## src/rtl/ep_stall_pkg.sv

```systemverilog
package ep_stall_pkg;
    localparam int NUM_EP = 4;
    localparam int REG_W  = 8;

    typedef enum logic [1:0] {
        HS_NAK   = 2'b00,
        HS_ACK   = 2'b01,
        HS_STALL = 2'b10
    } hs_e;

    // Position of each endpoint's stall bit inside the register byte.
    function automatic int ep_bit(input int ep);
        case (ep)
            0:       return 0;
            1:       return 4;
            2:       return 5;
            3:       return 3;
            default: return 0;
        endcase
    endfunction
endpackage

```

## src/rtl/stall_reg_file.sv

```systemverilog
module stall_reg_file
    import ep_stall_pkg::*;
#(
    parameter int N_EP = NUM_EP,
    parameter int W    = REG_W
) (
    input  logic            clk,
    input  logic            rst_n,
    input  logic            wr_en,
    input  logic [W-1:0]    wdata,
    input  logic            setup_pend,
    input  logic            setup_decoded,
    output logic [N_EP-1:0] stall_ep,
    output logic [W-1:0]    reg_val
);
    typedef struct packed {
        logic [N_EP-1:0] stall;
    } st_t;

    st_t st_d, st_q;

    always_comb begin
        st_d = st_q;
        if (wr_en) begin
            for (int i = 0; i < N_EP; i++) begin
                // A set of the control endpoint is dropped while a setup is pending.
                if (!(i == 0 && wdata[ep_bit(i)] && setup_pend)) begin
                    st_d.stall[i] = wdata[ep_bit(i)];
                end
            end
        end
        // The hardware clear of the control endpoint overrides any write.
        if (setup_decoded) begin
            st_d.stall[0] = 1'b0;
        end
    end

    always_ff @(posedge clk or negedge rst_n) begin
        if (!rst_n) st_q <= '0;
        else        st_q <= st_d;
    end

    always_comb begin
        reg_val = '0;
        for (int i = 0; i < N_EP; i++) begin
            reg_val[ep_bit(i)] = st_q.stall[i];
        end
    end

    assign stall_ep = st_q.stall;

    a_r4_autoclear: assert property (@(posedge clk) disable iff (!rst_n)
        setup_decoded |=> !stall_ep[0]);

    a_r5_set_dropped: assert property (@(posedge clk) disable iff (!rst_n)
        (wr_en && setup_pend && !stall_ep[0]) |=> !stall_ep[0]);

    a_r6_clear_wins: assert property (@(posedge clk) disable iff (!rst_n)
        (wr_en && wdata[0] && setup_decoded) |=> !stall_ep[0]);

    a_r3_hold_idle: assert property (@(posedge clk) disable iff (!rst_n)
        (!wr_en && !setup_decoded) |=> $stable(stall_ep));
endmodule

```

## src/rtl/hs_sampler.sv

```systemverilog
module hs_sampler
    import ep_stall_pkg::*;
#(
    parameter int N_EP = NUM_EP
) (
    input  logic              clk,
    input  logic              rst_n,
    input  logic [N_EP-1:0]   txn_start,
    input  logic [N_EP-1:0]   stall_ep,
    input  logic [N_EP-1:0]   fifo_ready,
    output logic [2*N_EP-1:0] hs_code
);
    typedef struct packed {
        logic [N_EP-1:0] held;
    } st_t;

    st_t st_d, st_q;

    always_comb begin
        st_d = st_q;
        for (int i = 0; i < N_EP; i++) begin
            if (txn_start[i]) st_d.held[i] = stall_ep[i];
        end
    end

    always_ff @(posedge clk or negedge rst_n) begin
        if (!rst_n) st_q <= '0;
        else        st_q <= st_d;
    end

    for (genvar g = 0; g < N_EP; g++) begin : g_ep
        hs_e code;
        always_comb begin
            if (st_q.held[g])       code = HS_STALL;
            else if (fifo_ready[g]) code = HS_ACK;
            else                    code = HS_NAK;
        end
        assign hs_code[2*g+1 -: 2] = code;

        a_r7_capture: assert property (@(posedge clk) disable iff (!rst_n)
            txn_start[g] |=> (hs_code[2*g+1 -: 2] == HS_STALL) == $past(stall_ep[g]));

        a_r8_held: assert property (@(posedge clk) disable iff (!rst_n)
            (!txn_start[g] && hs_code[2*g+1 -: 2] == HS_STALL) |=>
                hs_code[2*g+1 -: 2] == HS_STALL);
    end
endmodule

```

## src/rtl/fifo_clr_gate.sv

```systemverilog
module fifo_clr_gate #(
    parameter int MODE_W = 2
) (
    input  logic              clk,
    input  logic              rst_n,
    input  logic              clr_req,
    input  logic [MODE_W-1:0] dma_mode,
    output logic              clr_pulse
);
    typedef struct packed {
        logic pulse;
    } st_t;

    st_t st_d, st_q;

    always_comb begin
        st_d.pulse = clr_req && (dma_mode == '0);
    end

    always_ff @(posedge clk or negedge rst_n) begin
        if (!rst_n) st_q <= '0;
        else        st_q <= st_d;
    end

    assign clr_pulse = st_q.pulse;

    a_r9_single: assert property (@(posedge clk) disable iff (!rst_n)
        (clr_pulse && !$past(clr_req)) |-> 1'b0);

    a_r10_blocked: assert property (@(posedge clk) disable iff (!rst_n)
        (clr_req && dma_mode != '0) |=> !clr_pulse);
endmodule

```

## src/rtl/ep_stall_ctrl.sv

```systemverilog
module ep_stall_ctrl
    import ep_stall_pkg::*;
#(
    parameter int N_EP    = NUM_EP,
    parameter int W       = REG_W,
    parameter int CLR_BIT = 2
) (
    input  logic              clk,
    input  logic              rst_n,
    input  logic              bus_wr,
    input  logic [1:0]        bus_addr,
    input  logic [W-1:0]      bus_wdata,
    output logic [W-1:0]      bus_rdata,
    input  logic              setup_pend,
    input  logic              setup_decoded,
    input  logic [N_EP-1:0]   txn_start,
    input  logic [N_EP-1:0]   fifo_ready,
    input  logic [1:0]        dma_mode,
    output logic [N_EP-1:0]   stall_req,
    output logic [2*N_EP-1:0] hs_code,
    output logic              ep2_fifo_clr
);
    localparam logic [1:0] ADDR_STALL = 2'd0;
    localparam logic [1:0] ADDR_CLR   = 2'd1;

    logic          stall_wr;
    logic          clr_req;
    logic [W-1:0]  stall_val;

    assign stall_wr = bus_wr && (bus_addr == ADDR_STALL);
    assign clr_req  = bus_wr && (bus_addr == ADDR_CLR) && bus_wdata[CLR_BIT];

    stall_reg_file #(.N_EP(N_EP), .W(W)) u_regs (
        .clk           (clk),
        .rst_n         (rst_n),
        .wr_en         (stall_wr),
        .wdata         (bus_wdata),
        .setup_pend    (setup_pend),
        .setup_decoded (setup_decoded),
        .stall_ep      (stall_req),
        .reg_val       (stall_val)
    );

    hs_sampler #(.N_EP(N_EP)) u_hs (
        .clk        (clk),
        .rst_n      (rst_n),
        .txn_start  (txn_start),
        .stall_ep   (stall_req),
        .fifo_ready (fifo_ready),
        .hs_code    (hs_code)
    );

    fifo_clr_gate #(.MODE_W(2)) u_clr (
        .clk       (clk),
        .rst_n     (rst_n),
        .clr_req   (clr_req),
        .dma_mode  (dma_mode),
        .clr_pulse (ep2_fifo_clr)
    );

    // The clear register is write-only; every address except the stall register reads 0.
    always_comb begin
        bus_rdata = (bus_addr == ADDR_STALL) ? stall_val : '0;
    end

    a_r2_reserved_zero: assert property (@(posedge clk) disable iff (!rst_n)
        (bus_addr == ADDR_STALL) |-> (bus_rdata & 8'hC6) == 8'h00);
endmodule

```

## config.mk

```make
export PLATFORM = sky130hd
export DESIGN_NAME = ep_stall_ctrl
export DESIGN_NICKNAME = d
export VERILOG_FILES = /design/src/rtl/ep_stall_pkg.sv /design/src/rtl/stall_reg_file.sv /design/src/rtl/hs_sampler.sv /design/src/rtl/fifo_clr_gate.sv /design/src/rtl/ep_stall_ctrl.sv
export SDC_FILE = /design/constraint.sdc
export NUM_CORES = 1
export LEC_CHECK = 0
export BUFFER_PORTS_ARGS = -buffer_cell sky130_fd_sc_hd__buf_2
export CELL_PAD_IN_SITES_DETAIL_PLACEMENT = 1
export CELL_PAD_IN_SITES_GLOBAL_PLACEMENT = 1
export CORE_MARGIN = 2
export CORE_UTILIZATION = 20
export CTS_CLUSTER_SIZE = 30
export DETAILED_ROUTE_END_ITERATION = 12
export GPL_TIMING_DRIVEN = 0
export MAX_ROUTING_LAYER = met4
export PLACE_DENSITY_LB_ADDON = 0.2
export SYNTH_ARGS = -nofsm -noshare
export SYNTH_HDL_FRONTEND = slang
export SYNTH_SLANG_ARGS = --single-unit
```

## constraint.sdc

```tcl
create_clock -name clk -period 0.8 [get_ports clk]
set_input_delay 0.04 -clock clk [delete_from_list [all_inputs] [get_ports clk]]
set_output_delay 0.04 -clock clk [all_outputs]
set_load 0.1 [all_outputs]
```

======== Yosys cells after proc, flatten, opt, wreduce, memory -nomap -nowiden ========
Index checks and enable logic that the tools add are counted.
cells by class
  order comparisons ....................... 5
  equality and inequality tests ........... 2
  mux-type cells .......................... 33
  reduce and logical (&&, ||, !) cells .... 9
operators with widths
  operator                                              count
  2-to-1 mux 32 bit                                     6
  < comparator 32 x 5 -> 1 bit (second input constant)  5
  2-to-1 mux 1 bit                                      17
  binary-select mux 1 bit (select 3 bit)                5
  2-to-1 mux 2 bit                                      4
  2-to-1 mux 6 bit                                      1
  logical AND 1 bit                                     5
  zero test 2 bit                                       2
  == test 2 x 1 -> 1 bit (second input constant)        1
  != test 2 bit (second input constant)                 1
  AND reduction 2 bit                                   1
  nonzero test 2 bit                                    1
storage, ports and cells
  register bits after elaboration ......... 9
  input bits .............................. 25
  output and inout port bits .............. 21
  logic and storage cells ................. 56

======== Logic depth before layout (Yosys ltp) ========
Gate-level depths: netlist of the first run.
  depth after elaboration ................. 15
  mapped depth ............................ 2

======== By module ========
A second synthesis of the first run with hierarchy kept.
second synthesis, totals
  cells, all modules ...................... 46
  area total of the unflattened synthesis .. 545.5 sq um
by module, submodules not included
  module          instances  cells each  area each (sq um)  seq. area each (sq um)
  stall_reg_file  1          20          226.5              100.1
  hs_sampler      1          12          185.2              100.1
  ep_stall_ctrl   1          12          96.3               0.0
  fifo_clr_gate   1          2           37.5               25.0

======== Worst setup path after synthesis of the first run ========
OpenSTA, ideal clock, no wires.
  path kind ............................... reg2out
  start point ............................. register u_regs.st_q (netlist bit u_regs.stall_ep[0])
  end point ............................... output bus_rdata[0]
  arrival ................................. 3.141 ns
  slack ................................... -2.381 ns
  stages on the path, launching flop included .. 3
  cells stage by stage .................... dfrtp_1 -> inv_1 -> nor3_1
on the way
  cells in the longest elaborated chain, start to end .. 1
ends and longest elaborated chain
  item                    RTL line              RTL
  start, declared         stall_reg_file.sv:20  st_t st_d, st_q;
  start signal, assigned  stall_reg_file.sv:40  else st_q <= st_d;
  2-to-1 mux 6 bit        ep_stall_ctrl.sv:63   bus_rdata = (bus_addr == ADDR_STALL) ? stall_val : '0;
  end, declared           ep_stall_ctrl.sv:13   output logic [W-1:0] bus_rdata,
Every way passes these cells.

======== Final worst setup path of the first run ========
  start point ............................. register u_regs.st_q (netlist bit u_regs.stall_ep[3])
  end point ............................... output bus_rdata[3]
The elaborated chain is that of the path after synthesis.

==> flow_metrics.env, run 1 <==
export IMPL_drtPass1Iterations=2
export IMPL_root_buffer="clkbuf_4"
export IMPL_synth_edf_count=0
export IMPL_cts_tree="done"
export IMPL_numPortBuffers=38
export IMPL_coreArea_um2=2190
export IMPL_area_delta_synth_final_pct=156
export IMPL_drv_cap=0
export IMPL_violations="setup timing"
export IMPL_clock_fmax_mhz=882
export IMPL_ys_types=15
export IMPL_layout_nets=118
export IMPL_grt_start_max_net_pins=10
export IMPL_wl_per_cell_um=13.3
export IMPL_synth_common_cells="dfrtp_1 (9), mux2_2 (5), buf_4 (4), nor2b_1 (4), and2_1 (3)"
export IMPL_fin_ws_ns=-0.334
export IMPL_antenna_found_initial=0
export IMPL_power_density_nw_per_um2=2400
export IMPL_cts_inserted_buffers=3
export IMPL_layout_drive_gt1_share_pct=89.1
export IMPL_finalSetupViolations=25
export IMPL_clock_latency_ns=0.25
export IMPL_pwr_share_comb_pct=63.8
export IMPL_synth_async_reset_ratio_pct=100
export IMPL_leakage_nw=0.555
export IMPL_crit_path_top_delay_cell="dfrtp_4"
export IMPL_yosys_top_cells_area="dfrtp_1 (49%), mux2_2 (12%), buf_4 (6.6%)"
export IMPL_cpPeakStageDelay_ns=0.50
export IMPL_gp_congestion=0.653
export IMPL_cts_clk_slew_worst_paths_ns=0.06
export IMPL_clockPowerShare_pct=11.8
export IMPL_yosysTopAreaCellShare_pct=49.5
export IMPL_clkSinkCount=9
export IMPL_place_ws_ns=-0.360
export IMPL_grt_pass1_vias=503
export IMPL_cp_required_ns=0.76
export IMPL_viasPerCell=3.98
export IMPL_postSynthAreaPerCell_um2=12.3
export IMPL_synth_area_um2=455
export IMPL_dieHeight_um=51.7
export IMPL_yosysTopAreaCell="dfrtp_1"
export IMPL_htree_levels=1
export IMPL_status="finished, violations left"
export IMPL_syn_inst=37
export IMPL_dieArea_um2=2670
export IMPL_min_delay_path_depth=3
export IMPL_die_w_um=51.7
export IMPL_drt_iter0_drc=4
export IMPL_cp_cell_sequence="and2_4, buf_12"
export IMPL_yosysSeqAreaShare_pct=49.5
export IMPL_power_switching_w=0.00133
export IMPL_ant_nets=0
export IMPL_ir_worst_vdd_mv=1.23
export IMPL_skew_ns=0.0000857
export IMPL_yosys_most_used_dff="dfrtp_1"
export IMPL_ys_warn_count=0
export IMPL_reg2reg_depth=2
export IMPL_swShare_pct=47.7
export IMPL_crit_fanout=3
export IMPL_final_util_pct=53.2
export IMPL_cp_arrival_ns=1.09
export IMPL_grt_usage_pct=11.8
export IMPL_antennaDiodeCount=0
export IMPL_rows=17
export IMPL_start_kind="flip-flop"
export IMPL_drc=0
export IMPL_p_seq_share_pct=24.4
export IMPL_io_pins=46
export IMPL_ys_ff_latch=9
export IMPL_grt_overflow=0
export IMPL_clock_tree_buffer_depth=2
export IMPL_finalMaxSlewViolations=0
export IMPL_via_count=478
export IMPL_rsz0062_at_grt="yes"
export IMPL_p_int_w=0.00146
export IMPL_hold_viol=0
export IMPL_end_kind="output port"
export IMPL_critical_path_class="reg -> out"
export IMPL_period_share_pct=142
export IMPL_hp_class="in -> reg"
export IMPL_drt_total_wl_um=1600
export IMPL_post_route_min_period_ns=1.13
export IMPL_yosysMostFrequentCell="dfrtp_1"
export IMPL_start_util_pct=20.8
export IMPL_grt_pass1_wl_um=2200
[registers in the layout, indices dropped and copies added (netlist names)]
| signal | count |
|---|---|
| u_clr.clr_pulse | 1 |
| u_hs.st_q | 4 |
| u_regs.stall_ep | 4 |
[what timing repair did]
action / CTS / global route
hold endpoints to repair: 10 / 0
resized for setup: 51 / 23
setup buffers: 5 / 3
pin swaps: 1 / 1
hold buffers: 2 / 0
setup endpoints to repair: 24 / 25
[worst max-delay path, delay by kind of cell, from the launching register on]
kind                   cells  cell delay (ns)
AND/OR/NAND/NOR            1             0.18
buffers and inverters      1             0.16
flip-flops                 1             0.50
[logic make-up after synthesis]
group	Yosys count	share of synthesized area, %
simple gates	13	20.9
buf+inv	6	8.24
compound gates	1	3.30
flops	9	49.5
other cells	1	0.823
mux	7	17.3
[cell usage in the layout, fill, tap and decap left out]
| cell type | Yosys | layout |
|---|---|---|
| nor2b_4 | 0 | 4 |
| clkbuf_4 | 0 | 3 |
| dfrtp_2 | 0 | 1 |
| conb_1 | 1 | 4 |
| buf_2 | 0 | 21 |
| dfrtp_4 | 0 | 8 |
| buf_4 | 4 | 7 |
| nor3_4 | 0 | 1 |
| a221oi_2 | 1 | 1 |
| buf_12 | 0 | 16 |
| inv_4 | 0 | 1 |
| nor3b_2 | 1 | 1 |
| mux2_2 | 5 | 2 |
| dlygate4sd3_1 | 0 | 2 |
| clkbuf_1 | 0 | 1 |
| and2_4 | 0 | 3 |
| inv_1 | 2 | 1 |
| nor4b_1 | 1 | 1 |
| and3_2 | 1 | 1 |
| nor2_1 | 1 | 1 |
| buf_6 | 0 | 6 |
| or4b_4 | 1 | 1 |
| mux2_4 | 0 | 5 |
[layout make-up]
class                           count  area, um2
Inverter                            2       10.0
Tap cell                           28       35.0
Multi-Input combinational cell     25        272
Clock buffer                        4       26.3
Buffer                              4       30.0
Timing Repair Buffer               48        536
Sequential cell                     9        256
Fill cell                         222       1030
[path summary, 6_finish.rpt]
kind                                      end  slack (ns)               start
min reg2reg                      u_hs.st_q[2]        0.59  u_regs.stall_ep[2]
min in group asynchronous  u_regs.stall_ep[3]        0.18               rst_n
max in group asynchronous        u_hs.st_q[1]        0.41               rst_n
max                              bus_rdata[3]       -0.33  u_regs.stall_ep[3]
max reg2reg                u_regs.stall_ep[3]       -0.20  u_regs.stall_ep[3]
min                        u_regs.stall_ep[0]        0.02        bus_wdata[0]
[metrics by stage]
stage / std cells / TNS [ns] / area, um2 / power, W / hold slack, ns
after global routing: 120 / -6.59 / 1160 / 0.00290 / 0.0283
after CTS: 117 / -5.73 / 1050 / 0.00255 / 0.0154
after global placement: 106 / -3.91 / 782 / 0.00189 / -0.0917
after floorplan: 40 / -4.77 / 557 / 0.00170 / -0.256
after detailed placement: 106 / -4.05 / 782 / 0.00190 / -0.0960
final: 120 / -5.81 / 1160 / 0.00279 / 0.0248
[power by group through the flow]
stage	Sequential [W]	Clock, W	Combinational [W]
finish	0.000682	0.000329	0.00178
global route	0.000696	0.000370	0.00184
detailed placement	0.000659	0	0.00124
CTS	0.000649	0.000354	0.00154
floorplan	0.00117	0	0.000526
global placement	0.000654	0	0.00123
[layer usage]
layer  vias up  part of all wire [%]  GRT usage [%]
li1        226                     -              -
met5         -                     0              -
met2        31                    53           19.4
met3         2                   7.4          0.862
met1       219                    39           13.9
met4         0                   1.4           7.89
No activity file was read; power rests on OpenSTA's default activity.
==> run 2, diff against run 1 <==
--- a/config.mk
+++ b/config.mk
@@ -9,12 +9,13 @@
 export CELL_PAD_IN_SITES_DETAIL_PLACEMENT = 1
 export CELL_PAD_IN_SITES_GLOBAL_PLACEMENT = 1
 export CORE_MARGIN = 2
-export CORE_UTILIZATION = 20
+export CORE_UTILIZATION = 23
 export CTS_CLUSTER_SIZE = 30
 export DETAILED_ROUTE_END_ITERATION = 12
 export GPL_TIMING_DRIVEN = 0
 export MAX_ROUTING_LAYER = met4
 export PLACE_DENSITY_LB_ADDON = 0.2
+export SKIP_LAST_GASP = 1
 export SYNTH_ARGS = -nofsm -noshare
 export SYNTH_HDL_FRONTEND = slang
 export SYNTH_SLANG_ARGS = --single-unit
==> constraint.sdc (replaced) <==
create_clock -name clk -period 1.18 [get_ports clk]
set_input_delay 0.059 -clock clk [delete_from_list [all_inputs] [get_ports clk]]
set_output_delay 0.059 -clock clk [all_outputs]
set_load 0.1 [all_outputs]
==> flow_metrics.env, run 2 (synthesized netlist as in run 1, its figures left out) <==
export IMPL_grt_usage_pct=12.0
export IMPL_p_seq_share_pct=27.4
export IMPL_antennaDiodeCount=0
export IMPL_place_hpwl_um=990
export IMPL_pwr_share_comb_pct=57.3
export IMPL_drt_total_wl_um=1210
export IMPL_placedCellCount=105
export IMPL_period_share_pct=97.5
export IMPL_layout_nets=110
export IMPL_status="complete, no violations"
export IMPL_finalMaxSlewViolations=0
export IMPL_htree_levels=1
export IMPL_wl_per_cell_um=10.9
export IMPL_crit_fanout=3
export IMPL_cp_arrival_ns=1.09
export IMPL_grt_pass1_vias=475
export IMPL_cts_inserted_buffers=3
export IMPL_post_route_min_period_ns=1.15
export IMPL_start_kind="flip-flop"
export IMPL_post_cts_buffers=0
export IMPL_die_w_um=48.5
export IMPL_grt_pass1_wl_um=2130
export IMPL_layout_drive_gt1_share_pct=84.5
export IMPL_dieArea_um2=2350
export IMPL_clkSinkCount=9
export IMPL_finalSetupViolations=0
export IMPL_dieHeight_um=48.5
export IMPL_layoutNonFillerInstCount=111
export IMPL_critical_path_startpoint="u_regs.stall_ep[0]"
export IMPL_gp_congestion=0.580
export IMPL_rows=16
export IMPL_via_count=437
export IMPL_grt_overflow=0
export IMPL_cts_tree="done"
export IMPL_final_cell_mix="buf_2 (24), buf_4 (11), mux2_2 (5), clkbuf_4 (5), dfrtp_4 (5)"
export IMPL_clock_latency_ns=0.26
export IMPL_hp_class="in -> reg"
export IMPL_r2r_start="u_regs.stall_ep[0]"
export IMPL_area_delta_synth_final_pct=95.1
export IMPL_stdcell_area_um2=888
export IMPL_clock_tree_buffer_depth=2
export IMPL_coreArea_um2=1920
export IMPL_hold_viol=0
export IMPL_p_int_w=0.000723
export IMPL_cp_cell_sequence="inv_4, nor3_4, buf_12"
export IMPL_grt_start_max_net_pins=10
export IMPL_swShare_pct=53.9
export IMPL_io_pins=46
export IMPL_ant_nets=0
export IMPL_cpPeakStageDelay_ns=0.43
export IMPL_clock_fmax_mhz=869
export IMPL_ir_worst_vdd_mv=0.707
export IMPL_root_buffer="clkbuf_4"
export IMPL_start_util_pct=23.7
export IMPL_drt_iter0_drc=1
export IMPL_rsz0062_at_grt="yes"
export IMPL_numPortBuffers=38
export IMPL_skew_ns=0.00108
export IMPL_critical_path_class="reg -> out"
export IMPL_drtPass1Iterations=3
export IMPL_cp_required_ns=1.12
export IMPL_clockPowerShare_pct=15.3
export IMPL_drv_cap=0
export IMPL_antenna_found_initial=0
export IMPL_place_area_um2=764
export IMPL_leakage_nw=0.442
export IMPL_end_kind="output port"
export IMPL_hp_start="bus_wdata[3]"
export IMPL_finalSetupTns_ns=0
export IMPL_power_switching_w=0.000845
export IMPL_drc=0
export IMPL_cts_clk_slew_worst_paths_ns=0.06
export IMPL_viasPerCell=3.94
export IMPL_mostFrequentLayoutCell="buf_2"
export IMPL_power_density_nw_per_um2=1770
export IMPL_crit_path_top_delay_cell="dfrtp_4"
export IMPL_final_util_pct=46.2
run 2: cell types whose count changed in the layout (fill, tap and decap cells not counted), moves of 3 or more:
cell     previous run  this run
mux2_4              5         0
buf_8               0         4
buf_2              21        24
buf_6               6         0
buf_12             16         1
mux2_2              2         5
dfrtp_4             8         5
buf_4               7        11
run 2: layout make-up:
type	instances	area (um2)
sequential	9	248
buffer	4	30.0
timing repair buffer	40	288
clock buffer	4	26.3
tap	27	33.8
multi-input combinational	25	253
fill	227	1030
inverter	2	10.0
run 2: power by group through the flow:
| stage | registers, W | logic (W) | clock network [W] |
|---|---|---|---|
| 6_report | 0.000430 | 0.000899 | 0.000240 |
| 5_1_grt | 0.000444 | 0.000924 | 0.000267 |
| 4_1_cts | 0.000431 | 0.000882 | 0.000250 |
| 3_5_place_dp | 0.000436 | 0.000829 | 0 |
| 3_3_place_gp | 0.000433 | 0.000822 | 0 |
| 2_1_floorplan | 0.000782 | 0.000346 | 0 |
run 2: per-layer routing:
metal	global-route usage (%)	wire [um]	part of all wire [%]	up-vias
met4	7.14	23	1.9	0
li1	-	-	-	210
met1	13.2	436	36	198
met3	3.40	100	8.3	2
met5	-	0	0	-
met2	19.4	649	54	27
run 2: path summary, 6_finish.rpt:
| path | end | slack [ns] | cells past startpoint |
|---|---|---|---|
| worst max register to register | u_hs.st_q[0] | 0.29 | 1 |
| worst max-delay path | bus_rdata[0] | 0.03 | 3 |
| min in group asynchronous | u_hs.st_q[2] | 0.19 | 2 |
| worst min register to register | u_regs.stall_ep[1] | 0.53 | 1 |
| worst min-delay path | u_regs.stall_ep[3] | 0.02 | 2 |
| max in group asynchronous | u_hs.st_q[1] | 0.80 | 2 |
run 2: what timing repair did:
| action | 4_1_cts | 5_1_grt |
|---|---|---|
| gates cloned | 0 | 0 |
| hold endpoints to repair | 10 | 0 |
| setup endpoints to repair | 13 | 7 |
| hold buffers | 2 | 0 |
| resized for setup | 17 | 8 |
| pin swaps | 0 | 1 |
run 2: worst max-delay path: cells and delay by family (launching register included):
| kind | cells | cell delay (ns) |
|---|---|---|
| and+or+nand+nor | 1 | 0.15 |
| DFF | 1 | 0.43 |
| buffers and inverters | 2 | 0.24 |
run 2: metrics by stage:
stage	setup WS (ns)	hold slack, ns	power [W]
floorplan	-0.349	-0.237	0.00113
global placement	0.0575	-0.0769	0.00126
detailed placement	0.0320	-0.0754	0.00127
CTS	-0.0323	0.0130	0.00156
global route	-0.0167	0.0135	0.00164
finish	0.0295	0.0177	0.00157
==> run 3, diff against run 2 <==
--- a/config.mk
+++ b/config.mk
@@ -5,7 +5,7 @@
 export SDC_FILE = /design/constraint.sdc
 export NUM_CORES = 1
 export LEC_CHECK = 0
-export BUFFER_PORTS_ARGS = -buffer_cell sky130_fd_sc_hd__buf_2
+export BUFFER_PORTS_ARGS = -buffer_cell sky130_fd_sc_hd__clkbuf_2
 export CELL_PAD_IN_SITES_DETAIL_PLACEMENT = 1
 export CELL_PAD_IN_SITES_GLOBAL_PLACEMENT = 1
 export CORE_MARGIN = 2
==> flow_metrics.env, run 3 (synthesized netlist as in run 1, its figures left out) <==
export IMPL_leakage_nw=0.443
export IMPL_htree_levels=1
export IMPL_antennaDiodeCount=0
export IMPL_start_kind="flip-flop"
export IMPL_place_ws_ns=0.00762
export IMPL_drt_iter0_drc=0
export IMPL_layoutNonFillerInstCount=111
export IMPL_place_area_um2=764
export IMPL_cp_arrival_ns=1.09
export IMPL_pwr_share_comb_pct=57.6
export IMPL_ir_worst_vdd_mv=0.741
export IMPL_p_seq_share_pct=27.8
export IMPL_crit_fanout=3
export IMPL_finalSetupTns_ns=0
export IMPL_die_w_um=48.5
export IMPL_clock_fmax_mhz=874
export IMPL_grt_pass1_vias=465
export IMPL_status="complete, no violations"
export IMPL_numPortBuffers=38
export IMPL_grt_pass1_wl_um=2090
export IMPL_slew_headroom_pct=64.2
export IMPL_grt_overflow=0
export IMPL_start_util_pct=23.7
export IMPL_finalMaxSlewViolations=0
export IMPL_wl_per_cell_um=11.2
export IMPL_stdcell_area_um2=885
export IMPL_finalSetupViolations=0
export IMPL_cp_required_ns=1.12
export IMPL_nFillCells=234
export IMPL_drt_total_wl_um=1240
export IMPL_cts_inserted_buffers=3
export IMPL_cts_clk_slew_worst_paths_ns=0.06
export IMPL_hold_viol=0
export IMPL_crit_buf_inv=1
export IMPL_coreArea_um2=1920
export IMPL_worst_pin_slew_ns=0.540
export IMPL_cp_cell_sequence="nor2b_4, clkbuf_8"
export IMPL_gp_congestion=0.591
export IMPL_period_share_pct=96.9
export IMPL_critical_path_class="reg -> out"
export IMPL_final_cell_mix="clkbuf_2 (23), clkbuf_4 (10), mux2_2 (5), buf_4 (5), dfrtp_4 (5)"
export IMPL_seqCellArea_um2=248
export IMPL_clock_latency_ns=0.25
export IMPL_multiInputGateArea_um2=253
export IMPL_hp_class="in -> reg"
export IMPL_fin_ws_ns=0.0360
export IMPL_clock_tree_buffer_depth=2
export IMPL_p_int_w=0.000713
export IMPL_cp_top_family="flip-flops"
export IMPL_dieHeight_um=48.5
export IMPL_dieArea_um2=2350
export IMPL_swShare_pct=53.8
export IMPL_crit_path_top_delay_cell="dfrtp_4"
export IMPL_post_route_min_period_ns=1.14
export IMPL_clkSinkCount=9
export IMPL_via_count=431
export IMPL_drc=0
export IMPL_grt_usage_pct=11.8
export IMPL_area_delta_synth_final_pct=94.2
export IMPL_cts_tree="done"
export IMPL_io_pins=46
export IMPL_layout_nets=110
export IMPL_place_hpwl_um=1030
export IMPL_grt_start_max_net_pins=10
export IMPL_drtPass1Iterations=1
export IMPL_root_buffer="clkbuf_4"
export IMPL_viasPerCell=3.88
export IMPL_rows=16
export IMPL_cpPeakStageDelay_ns=0.49
export IMPL_clockPowerShare_pct=14.6
export IMPL_placedCellCount=105
export IMPL_final_util_pct=46.0
export IMPL_ant_nets=0
export IMPL_power_switching_w=0.000830
export IMPL_mostFrequentLayoutCell="clkbuf_2"
export IMPL_drv_cap=0
export IMPL_layout_drive_gt1_share_pct=84.5
export IMPL_end_kind="output port"
export IMPL_antenna_found_initial=0
export IMPL_power_density_nw_per_um2=1740
export IMPL_skew_ns=0.00544
## run 3: cell count changes in the layout (fill, tap and decap cells not counted)
cell      previous run  this run
clkbuf_4             5        10
buf_8                4         3
buf_4               11         5
clkbuf_8             0         1
buf_2               24         2
clkbuf_2             0        23
## run 3: power groups by stage
stage                     registers, W  logic [W]  clock network, W
after floorplan               0.000782   0.000346                 0
after global placement        0.000435   0.000821                 0
after detailed placement      0.000439   0.000828                 0
after CTS                     0.000433   0.000882          0.000235
after global routing          0.000441   0.000915          0.000252
final                         0.000430   0.000889          0.000225
## run 3: layout make-up
class                   count  area share [%]
repair buffers             40            32.1
multi-input cells          25            28.6
flip-flops and latches      9            28.0
well taps                  27            3.82
plain buffers               4            3.39
clock buffers               4            2.97
inverters                   2            1.13
## run 3: through the flow
stage                     total power (W)  hold slack [ns]
after floorplan                   0.00113           -0.237
after global placement            0.00126          -0.0704
after detailed placement          0.00127          -0.0703
after CTS                         0.00155           0.0197
after global routing              0.00161           0.0224
final                             0.00154           0.0239
## run 3: what timing repair did
action	in CTS	in global routing
endpoints found under the hold margin	10	0
setup endpoints to repair	13	7
hold buffers	2	0
resized for setup	18	8
buffers inserted	0	0
pin swaps	0	1
## run 3: layer usage
layer  track usage [%]  vias up  part of all wire [%]
li1                  -      212                     -
met1              13.4      192                    38
met2              20.8       25                    55
met3              2.16        2                   6.5
met4              4.29        0                   1.0
met5                 -        -                     0
## run 3: worst paths after layout
kind / depth (start not counted) / from / to / slack, ns
max: 2 / u_hs.st_q[3] / hs_code[6] / 0.04
min: 3 / bus_wdata[0] / u_regs.stall_ep[0] / 0.02
max reg2reg: 1 / u_regs.stall_ep[0] / u_hs.st_q[0] / 0.30
min reg2reg: 1 / u_regs.stall_ep[3] / u_regs.stall_ep[3] / 0.53
max in group asynchronous: 2 / rst_n / u_hs.st_q[1] / 0.76
min in group asynchronous: 2 / rst_n / u_hs.st_q[2] / 0.20
